**src/rtl/chop_ctrl.sv**
```systemverilog
module chop_ctrl #(
  parameter int PERIOD_CYC = 2500,
  parameter int BLANK_CYC  = 938
) (
  input  logic clk,
  input  logic rst_n,
  input  logic enable,
  input  logic dir_pos,
  input  logic tgt_falling,
  input  logic trip,
  input  logic zero_det,
  input  logic decay_hi,
  input  logic decay_lo,
  output logic hs1,
  output logic ls1,
  output logic hs2,
  output logic ls2
);
  localparam int CW = $clog2(PERIOD_CYC);
  localparam logic [CW-1:0] LAST_V  = CW'(PERIOD_CYC - 1);
  localparam logic [CW-1:0] BLANK_V = CW'(BLANK_CYC);
  localparam logic [CW-1:0] MIX_V   = CW'((PERIOD_CYC * 3) / 4);

  typedef enum logic [2:0] {PH_IDLE, PH_DRIVE, PH_FAST, PH_SLOW, PH_COAST} phase_t;
  typedef enum logic [1:0] {L_OFF, L_HI, L_LO} leg_t;

  logic [CW-1:0] cnt;
  phase_t phase;
  logic dir_q, fall_q, mix_q;
  leg_t leg1, leg2, want1, want2;

  wire sel_fast = decay_hi & decay_lo;
  wire sel_slow = ~decay_hi & ~decay_lo;
  wire sel_mix  = ~(sel_fast | sel_slow);
  wire past_blank = cnt >= BLANK_V;
  wire late       = cnt >= MIX_V;

  // a leg may only leave OFF or return to OFF; HI<->LO goes through OFF
  function automatic leg_t step(input leg_t cur, input leg_t want);
    if (cur == L_OFF) return want;
    if (cur == want)  return cur;
    return L_OFF;
  endfunction

  always_comb begin
    want1 = L_OFF;
    want2 = L_OFF;
    case (phase)
      PH_DRIVE: begin
        want1 = dir_q ? L_HI : L_LO;
        want2 = dir_q ? L_LO : L_HI;
      end
      PH_FAST: begin
        want1 = dir_q ? L_LO : L_HI;
        want2 = dir_q ? L_HI : L_LO;
      end
      PH_SLOW: begin
        want1 = L_LO;
        want2 = L_LO;
      end
      default: ;
    endcase
  end

  always_ff @(posedge clk or negedge rst_n) begin
    if (!rst_n) begin
      cnt    <= '0;
      phase  <= PH_IDLE;
      dir_q  <= 1'b0;
      fall_q <= 1'b0;
      mix_q  <= 1'b0;
      leg1   <= L_OFF;
      leg2   <= L_OFF;
    end else if (!enable) begin
      cnt    <= '0;
      phase  <= PH_IDLE;
      mix_q  <= 1'b0;
      leg1   <= L_OFF;
      leg2   <= L_OFF;
    end else begin
      cnt  <= (cnt == LAST_V) ? '0 : cnt + 1'b1;
      leg1 <= step(leg1, want1);
      leg2 <= step(leg2, want2);
      if (cnt == '0) begin
        phase  <= PH_DRIVE;
        dir_q  <= dir_pos;
        fall_q <= tgt_falling;
        mix_q  <= 1'b0;
      end else begin
        case (phase)
          PH_DRIVE:
            if (trip && past_blank) begin
              mix_q <= sel_mix & fall_q;
              if (sel_fast || (sel_mix && fall_q && !late)) phase <= PH_FAST;
              else                                         phase <= PH_SLOW;
            end
          PH_FAST:
            if (mix_q && late)  phase <= PH_SLOW;
            else if (zero_det)  phase <= PH_COAST;
          PH_COAST:
            if (mix_q && late)  phase <= PH_SLOW;
          default: ;
        endcase
      end
    end
  end

  assign hs1 = enable && (leg1 == L_HI);
  assign ls1 = enable && (leg1 == L_LO);
  assign hs2 = enable && (leg2 == L_HI);
  assign ls2 = enable && (leg2 == L_LO);

  a_r10_leg1_lo_then_hi: assert property (@(posedge clk) disable iff (!rst_n) ls1 |=> !hs1);
  a_r10_leg1_hi_then_lo: assert property (@(posedge clk) disable iff (!rst_n) hs1 |=> !ls1);
  a_r10_leg2_lo_then_hi: assert property (@(posedge clk) disable iff (!rst_n) ls2 |=> !hs2);
  a_r10_leg2_hi_then_lo: assert property (@(posedge clk) disable iff (!rst_n) hs2 |=> !ls2);

  a_r1_period_opens: assert property (@(posedge clk) disable iff (!rst_n)
    enable && cnt == '0 |=> phase == PH_DRIVE);
  a_r1_wrap: assert property (@(posedge clk) disable iff (!rst_n)
    enable && cnt == LAST_V |=> cnt == '0);
  a_r3_blanking: assert property (@(posedge clk) disable iff (!rst_n)
    enable && phase == PH_DRIVE && cnt < BLANK_V |=> phase == PH_DRIVE);
  a_r4_slow_holds: assert property (@(posedge clk) disable iff (!rst_n)
    enable && phase == PH_SLOW && cnt != '0 |=> phase == PH_SLOW);
  a_r7_no_fast_late: assert property (@(posedge clk) disable iff (!rst_n)
    enable && mix_q && cnt > MIX_V |-> phase != PH_FAST);
  a_r11_restart: assert property (@(posedge clk) disable iff (!rst_n)
    !enable |=> cnt == '0 && phase == PH_IDLE);
endmodule

```
**config.mk**
```make
export PLATFORM = sky130hd
export DESIGN_NAME = chop_ctrl
export DESIGN_NICKNAME = d
export VERILOG_FILES = /design/src/rtl/chop_ctrl.sv
export SDC_FILE = /design/constraint.sdc
export NUM_CORES = 1
export LEC_CHECK = 0
export BUFFER_PORTS_ARGS = -buffer_cell sky130_fd_sc_hd__buf_2
export CORE_MARGIN = 10
export CORE_UTILIZATION = 53
export DETAILED_ROUTE_END_ITERATION = 10
export GPL_ROUTABILITY_DRIVEN = 0
export GPL_TIMING_DRIVEN = 0
export PLACE_DENSITY = 0.71
export SLEW_MARGIN = 20
export SYNTH_ARGS = -nofsm -noshare
export SYNTH_HDL_FRONTEND = slang
export SYNTH_SLANG_ARGS = --single-unit
```
**constraint.sdc**
```tcl
create_clock -name clk -period 5.1 [get_ports clk]
set_input_delay 0.765 -clock clk [delete_from_list [all_inputs] [get_ports clk]]
set_output_delay 0.765 -clock clk [all_outputs]
set_load 0.01 [all_outputs]
```
==> impl_metrics.toml, run 1 <==
[global_routing]
track_usage_pct = 11.04
grt_util_met3_pct = 2.313
grt_pass1_vias = 1146
use_met2_pct = 19.53
grtUsageMet1_pct = 12.56
overflow = 0
grt_max_degree = 23
grt_antenna_before_repair = 0
grt_pass1_wl_um = 4871
busiest_layer = "met2"

[synthesis]
synth_flop_cell = "dfrtp_1"
synth_cells = 157
synth_mux_area_share_pct = 3.733
synth_compound_area_share_pct = 12.15
synthArstFlopShare_pct = 100.0
ys_ff_latch = 22
synth_fa_ha_area_share_pct = 3.472
synth_area_leaders = "dfrtp_1 (38%), nand2_1 (4.9%), nor2_1 (4.9%)"
synth-xor-area-share_pct = 7.899
synth_top_family_by_area = "simple AND/OR/NAND/NOR gates"
yosys.cell_count.top_type = "dfrtp_1"
yosys_warnings = 0
netlist_area_mm2 = 0.001441
synth_top_area_share_pct = 38.19
synth_edf_count = 0
synthSimpleGateAreaFrac_pct = 28.56
yosys.area.top_type = "dfrtp_1"
syn_area_per_cell_um2 = 9.181
yosys-top-cells-count = "dfrtp_1 (22), nand2_1 (19), nor2_1 (19), xor2_1 (8), and3_1 (7)"
ys_types = 48
synth_nets = 170
seq_area_frac_synth_pct = 38.19

[sta]
finalSetupViolCount = 0
period_share_pct = 43.45
slew_violations = 0
hold_viol = 0
layout_min_cycle_time_ps = 2216
relSlewSlack_pct = 66.41
fmax_mhz = 451.3
fin_skew_ps = 1.007
grt_setup_unrepaired = "no"
final.setup.tns_ps = 0
worst_pin_slew_ps = 503.8

[clock_tree]
cts_setup_buffers = 0
h-tree-depth = 1
post_cts_resized = 0
cts_buffer_depth = 2
cts_root_buf = "clkbuf_4"
tritoncts = "built"
clock_latency_ps = 310
numCtsBuffers = 3
hold_buffers = 0
path_clk_slew_ps = 130
clkSinkCount = 22

[worst_setup_path]
critPathLaunchType = "input pin"
arrival_ps = 1450
rrSetupSlack_ps = 3060
rr_worst_depth = 5
crit_start = "enable"
path_max_fanout = 10
worstPathBufferInverterCount = 3
cp_top_family = "buffers and inverters"
worstPathCellList = "buf_2, inv_1, nor3b_1, buf_2"
cp.depth = 4
slowest_delay_ps = 200
crit_end = "ls2"
critical_path_required_ps = 4340
critPathKind = "input pin to primary output"
cp-end-kind = "primary output"
worst_path_most_repeated_cell = "buf_2"
rr_startpoint = "phase[2]$_DFFE_PN0P_"
worstReg2RegEnd = "phase[2]$_DFFE_PN0P_"
crit_slowest_cell = "nor3b_1"

[die]
ios = 13
dieArea_mm2 = 0.005206
core_area_mm2 = 0.002545
rows = 18
die_w_um = 72.15
initial_utilization_pct = 56.64
die_h_um = 72.15

[final_layout]
areaGrowthSynthToFinish_pct = 10.07
nFillCells = 236
stdcell_area_mm2 = 0.001587
multiInputGateArea_um2 = 804.5
seq_area_um2 = 550.5
layout-drive-gt1-share_pct = 19.77
nets = 186
n_antenna_cell = 0

[outcome]
status = "completed"

[routing]
vias = 1117
drc = 0
wirelength_um = 2803
final_antenna_net_count = 0
drtIter0Drc = 66
first_pass_iters = 4
vias_per_cell = 5.530
wl_per_cell_um = 13.88

[pwr]
ir_drop_v = 0.0001785
power_leakage_nw = 0.7528
powerDensity_mw_per_mm2 = 251.4
power.total_w = 0.0003989

[place]
portBuffers = 11
dpl_cell_area_mm2 = 0.001534
hpwl_um = 2176

[flow_run]
cap_violations = 0

[worst_hold_path]
min_path_type = "input pin to asynchronous set/reset pin"
[worst min path at each step]
| stage | startpoint | to | slack [ps] |
|---|---|---|---|
| after floorplan | leg2[1]$_DFFE_PN0P_ | leg2[0]$_DFFE_PN0P_ | 450 |
| after global placement | leg2[1]$_DFFE_PN0P_ | leg2[0]$_DFFE_PN0P_ | 470 |
| after detailed placement | cnt[0]$_DFF_PN0_ | cnt[0]$_DFF_PN0_ | 490 |
| after CTS | rst_n | dir_q$_DFFE_PN0P_ | 400 |
| after global routing | rst_n | dir_q$_DFFE_PN0P_ | 410 |
| final | rst_n | phase[1]$_DFFE_PN0P_ | 400 |
[sequential cells by signal, summed over array words and instances, names as in the netlist]
name / cells
mix_q: 1
phase: 3
dir_q: 1
leg2: 2
leg1: 2
cnt: 12
fall_q: 1
[worst reg2reg max path, stage by stage, from the launching register on]
cell,delay [ps]
dfrtp_1,380
buf_2,170
nor4b_1,430
nand3_1,300
a32oi_2,330
mux2_1,340
[metal layers]
metal	wire [um]	up-vias	share of wire (%)
li1	-	569	-
met5	0	-	0
met2	1422	13	51
met1	1234	531	44
met4	27	0	0.96
met3	119	4	4.2
[power by group]
part           total [W]  switching [W]  internal [W]
logic          0.0000696      0.0000388     0.0000307
registers       0.000194     0.00000865      0.000185
clock network   0.000136      0.0000562     0.0000795
total           0.000399       0.000104      0.000295
[stage by stage]
| stage | hold WS [ps] | setup WS, ps | std cells | util (%) |
|---|---|---|---|---|
| 5_1_grt | 409.4 | 2800 | 202 | 62.34 |
| 6_report | 395.6 | 2884 | 202 | 62.34 |
| 4_1_cts | 404.5 | 2886 | 202 | 62.34 |
| 2_1_floorplan | 450.2 | 2986 | 157 | - |
| 3_3_place_gp | 471.3 | 2893 | 198 | 60.28 |
| 3_5_place_dp | 492.9 | 2854 | 198 | 60.28 |
[cell type report]
class / count / area share (%)
buffer: 10 / 4.022
clock buffer: 3 / 1.420
clock inverter: 1 / 1.893
inverter: 6 / 1.420
multi-input combinational: 119 / 50.71
sequential: 22 / 34.70
tap: 30 / 2.366
timing repair buffer: 11 / 3.470
[cell usage in the layout, fill, tap and decap left out, types with 2 or more instances in the layout]
master    synthesis  routed
mux2i_1           2       2
or3b_1            2       2
xnor2_1           5       5
dfrtp_1          22      22
and4_1            2       2
xor2_1            8       8
buf_2             5      16
nand2_1          19      19
mux2_2            2       2
nor2_1           19      19
nor3_1            2       2
nor4_4            2       2
nor3b_1           2       2
nand3_1           4       4
ha_1              4       4
o21ai_0           4       4
clkbuf_4          0       3
buf_6             2       2
a21oi_1           6       6
inv_1             5       5
and3_1            7       7
nor2b_1           3       3
nand3b_1          3       3
nand2b_1          2       2
[cells by family after synthesis]
logic type / after synthesis
AOI/OAI and AO/OA: 24
xor gates and xnor gates: 13
adders and majority gates: 4
buffers and inverters: 16
DFF: 22
muxes: 5
and+or+nand+nor: 73
Power figures use the tool's default switching activity.
==> run 2, diff against run 1 <==
Clock period 5.1 ns to 2.3 ns, I/O delays scaled along.
==> impl_metrics.toml, run 2 (synthesized netlist as in run 1, its figures left out) <==
[sta]
slew_violations = 0
whs_ps = 253.2
grt_setup_unrepaired = "no"
period_share_pct = 88.73
relSlewSlack_pct = 66.20
layout_min_cycle_time_ps = 2041
worst_pin_slew_ps = 507.0
final.setup.tns_ps = 0
fmax_mhz = 490.0
fin_skew_ps = 1.347
finalSetupViolCount = 0
hold_viol = 0

[routing]
first_pass_iters = 4
wirelength_um = 2822
wl_per_cell_um = 13.90
vias_per_cell = 5.542
drtIter0Drc = 85
vias = 1125
drc = 0
final_antenna_net_count = 0

[global_routing]
overflow = 0
grt_max_degree = 23
grt_pass1_vias = 1148
grt_antenna_before_repair = 0
grt_pass1_wl_um = 4871
track_usage_pct = 11.04

[pwr]
power_leakage_nw = 0.7570
powerDensity_mw_per_mm2 = 555.0
ir_drop_v = 0.0003957

[worst_setup_path]
cp-end-kind = "flop"
critPathKind = "flop to flop"
path_max_fanout = 9
arrival_ps = 2250
worstPathCellList = "buf_2, nor4b_1, nand3_1, a32oi_2, mux2_1"
critPathLaunchType = "flop"
slowest_delay_ps = 430
critical_path_required_ps = 2510
crit_slowest_cell = "nor4b_1"

[final_layout]
n_antenna_cell = 0
largest_reg_flops = 12
regMostFlops = "cnt"
nets = 187
final_common_cell = "dfrtp_1"
areaGrowthSynthToFinish_pct = 10.76
most-common-layout-cells = "dfrtp_1 (22), nor2_1 (19), nand2_1 (19)"
reg.largest.list = "cnt x12, phase x3"
layout-drive-gt1-share_pct = 19.65

[clock_tree]
cts_setup_buffers = 0
post_cts_resized = 0
hold_buffers = 1
cts_root_buf = "clkbuf_4"
numCtsBuffers = 3
clock_latency_ps = 310
cts_buffer_depth = 2
h-tree-depth = 1
tritoncts = "built"
path_clk_slew_ps = 130
clkSinkCount = 22

[worst_hold_path]
min_path_type = "input pin to flop"

[die]
dieArea_mm2 = 0.005206
die_h_um = 72.15
die_w_um = 72.15
core_area_mm2 = 0.002545
ios = 13
initial_utilization_pct = 56.64
rows = 18

[place]
hpwl_um = 2176
portBuffers = 11

[outcome]
status = "completed"

[flow_run]
cap_violations = 0
[run 2: metal layers]
| metal | track usage [%] | share of wire, % | wire length, um | vias up |
|---|---|---|---|---|
| met1 | 12.56 | 44 | 1246 | 537 |
| met3 | 2.313 | 4.2 | 119 | 4 |
| met4 | 4.086 | 0.96 | 27 | 0 |
| met2 | 19.63 | 51 | 1428 | 13 |
| met5 | 0 | 0 | 0 | - |
| li1 | - | - | - | 571 |
[run 2: through the flow]
step                      setup slack [ps]  cell area [um^2]  util [%]   power, W  instances
after floorplan                      581.8              1441         -  0.0005471        157
after global placement               365.4              1534     60.28  0.0005850        198
after detailed placement             305.2              1534     60.28  0.0005931        198
after CTS                            285.4              1597     62.73  0.0008960        203
after global routing                 139.2              1597     62.73  0.0009248        203
final                                259.2              1597     62.73  0.0008861        203
[run 2: final timing paths]
check	from	to	slack [ps]	depth (start not counted)
worst min register to register	leg2[1]$_DFFE_PN0P_	leg2[0]$_DFFE_PN0P_	500	1
worst max-delay path	phase[2]$_DFFE_PN0P_	phase[2]$_DFFE_PN0P_	260	5
worst max register to register	phase[2]$_DFFE_PN0P_	phase[2]$_DFFE_PN0P_	260	5
min in group asynchronous	rst_n	phase[2]$_DFFE_PN0P_	520	2
worst min-delay path	tgt_falling	fall_q$_DFFE_PN0P_	250	2
max in group asynchronous	rst_n	cnt[4]$_DFF_PN0_	1440	2
[run 2: layout make-up]
class                      count  area, um^2
clock inverter                 1       30.03
timing repair buffer          12       65.06
buffer                        10       63.81
fill                         233       948.4
multi-input combinational    119       804.5
clock buffer                   3       22.52
tap                           30       37.54
sequential                    22       550.5
inverter                       6       22.52
[run 2: power by group]
group          total, W  internal (W)  leakage [nW]  switching, W
Sequential     0.000429      0.000410         0.296     0.0000192
Clock          0.000301      0.000176        0.0279      0.000125
Combinational  0.000156     0.0000693         0.433     0.0000864
Total          0.000886      0.000656         0.757      0.000230
[run 2: worst max-delay path: cells and delay by family, from the launching register on]
kind	cells	cell delay, ps
AOI/OAI and AO/OA	1	330
buffers and inverters	1	170
DFF	1	380
muxes	1	340
and+or+nand+nor	2	730
==> run 3, diff against run 2 <==
Settings changed: CORE_ASPECT_RATIO set to 0.6.
==> impl_metrics.toml, run 3 (synthesized netlist as in run 1, its figures left out) <==
[clock_tree]
hold_buffers = 0
post_cts_resized = 0
cts_root_buf = "clkbuf_8"
tritoncts = "built"
cts_setup_buffers = 0
clock_latency_ps = 260
clkSinkCount = 22
path_clk_slew_ps = 70
cts_buffer_depth = 2
h-tree-depth = 1
numCtsBuffers = 3

[worst_setup_path]
path_max_fanout = 8
cp.depth = 6
rr_worst_depth = 6
cp_top_family = "simple AND/OR/NAND/NOR gates"
slowest_delay_ps = 380
crit_slowest_cell = "dfrtp_1"
worstPathBufferInverterCount = 1
critPathKind = "flop to flop"
critical_path_required_ps = 2450
worstPathCellList = "buf_6, nor4_4, a41oi_2, and2_4, a32oi_2, mux2_1"
cp-end-kind = "flop"
arrival_ps = 2080
critPathLaunchType = "flop"

[pwr]
ir_drop_v = 0.0002875
clockPowerShare_pct = 28.3
p_int_w = 0.0005954
netSwitchingPower_w = 0.0002278
powerDensity_mw_per_mm2 = 521.7
power.total_w = 0.0008232
swShare_pct = 27.67
combPwrFrac_pct = 19.3
power_leakage_nw = 0.7464
seqPwrFrac_pct = 52.4

[global_routing]
use_met2_pct = 16.74
busiest_layer = "met1"
grt_pass1_vias = 1082
grt_util_met3_pct = 4.011
grt_pass1_wl_um = 5375
grtUsageMet1_pct = 19.36
overflow = 0
grt_max_degree = 23
grt_antenna_before_repair = 0
track_usage_pct = 12.98

[routing]
drtIter0Drc = 87
vias_per_cell = 5.729
first_pass_iters = 4
wl_per_cell_um = 15.11
vias = 1163
drc = 0
final_antenna_net_count = 0
wirelength_um = 3067

[place]
hpwl_um = 2393
portBuffers = 11
dpl_cell_area_mm2 = 0.001536

[sta]
hold_viol = 0
finalSetupViolCount = 0
layout_min_cycle_time_ps = 1934
period_share_pct = 84.09
final.setup.tns_ps = 0
slew_violations = 0
fin_skew_ps = 4.972
grt_setup_unrepaired = "no"
fmax_mhz = 517.1
worst_pin_slew_ps = 475.8
whs_ps = 31.07
relSlewSlack_pct = 68.28

[final_layout]
nets = 186
largest_reg_flops = 12
final_common_cell = "dfrtp_1"
layout-drive-gt1-share_pct = 19.30
stdcell_area_mm2 = 0.001578
most-common-layout-cells = "dfrtp_1 (22), nor2_1 (19), nand2_1 (19)"
reg.largest.list = "cnt x12, phase x3"
areaGrowthSynthToFinish_pct = 9.462
n_antenna_cell = 0
regMostFlops = "cnt"

[die]
dieArea_mm2 = 0.005274
core_area_mm2 = 0.002557
die_h_um = 60.40
rows = 14
die_w_um = 87.33
ios = 13
initial_utilization_pct = 56.36

[flow_run]
cap_violations = 0

[worst_hold_path]
min_path_type = "input pin to asynchronous set/reset pin"

[outcome]
status = "completed"
## run 3: changes by cell type in the layout (fill, tap and decap cells not counted), sizes merged
cell,previous run,this run
bufinv,1,0
dlygate4sd3,1,0
## run 3: per-layer routing
metal / up-vias / wire length (um)
li1: 566 / -
met1: 554 / 1576
met2: 37 / 1206
met3: 6 / 226
met4: 0 / 57
met5: - / 0
## run 3: worst reg2reg max path, stage by stage (launching register included)
cell and delay, ps:
dfrtp_1 380, buf_6 140, nor4_4 290, a41oi_2 250, and2_4 210, a32oi_2 210
mux2_1 350
## run 3: power by group through the flow
stage / Combinational (W) / Sequential (W) / Clock [W]
3_3_place_gp: 0.000151 / 0.000437 / 0
6_report: 0.000158 / 0.000431 / 0.000233
4_1_cts: 0.000159 / 0.000431 / 0.000241
2_1_floorplan: 0.000114 / 0.000433 / 0
5_1_grt: 0.000177 / 0.000435 / 0.000266
3_5_place_dp: 0.000158 / 0.000439 / 0
## run 3: per-stage QoR
step,util (%),cells,setup slack [ps]
floorplan,-,157,581.8
finish,61.69,203,366.0
CTS,61.69,203,375.4
detailed placement,60.08,200,402.1
global placement,60.08,200,440.4
global route,61.69,203,265.4
## run 3: cell type report
class,instances,area [um^2]
plain buffers,10,63.81
clock buffers,3,41.29
fillers,221,979.7
inverters,6,22.52
multi-input cells,119,804.5
flip-flops and latches,22,550.5
well taps,32,40.04
repair buffers,11,55.05
## run 3: final timing paths
kind | from | end | slack (ps)
max reg2reg | cnt[7]$_DFF_PN0_ | phase[2]$_DFFE_PN0P_ | 370
max | cnt[7]$_DFF_PN0_ | phase[2]$_DFFE_PN0P_ | 370
min | rst_n | cnt[2]$_DFF_PN0_ | 30
min in group clk | tgt_falling | fall_q$_DFFE_PN0P_ | 320
min reg2reg | leg2[1]$_DFFE_PN0P_ | leg2[0]$_DFFE_PN0P_ | 510
max in group asynchronous | rst_n | cnt[3]$_DFF_PN0_ | 1940
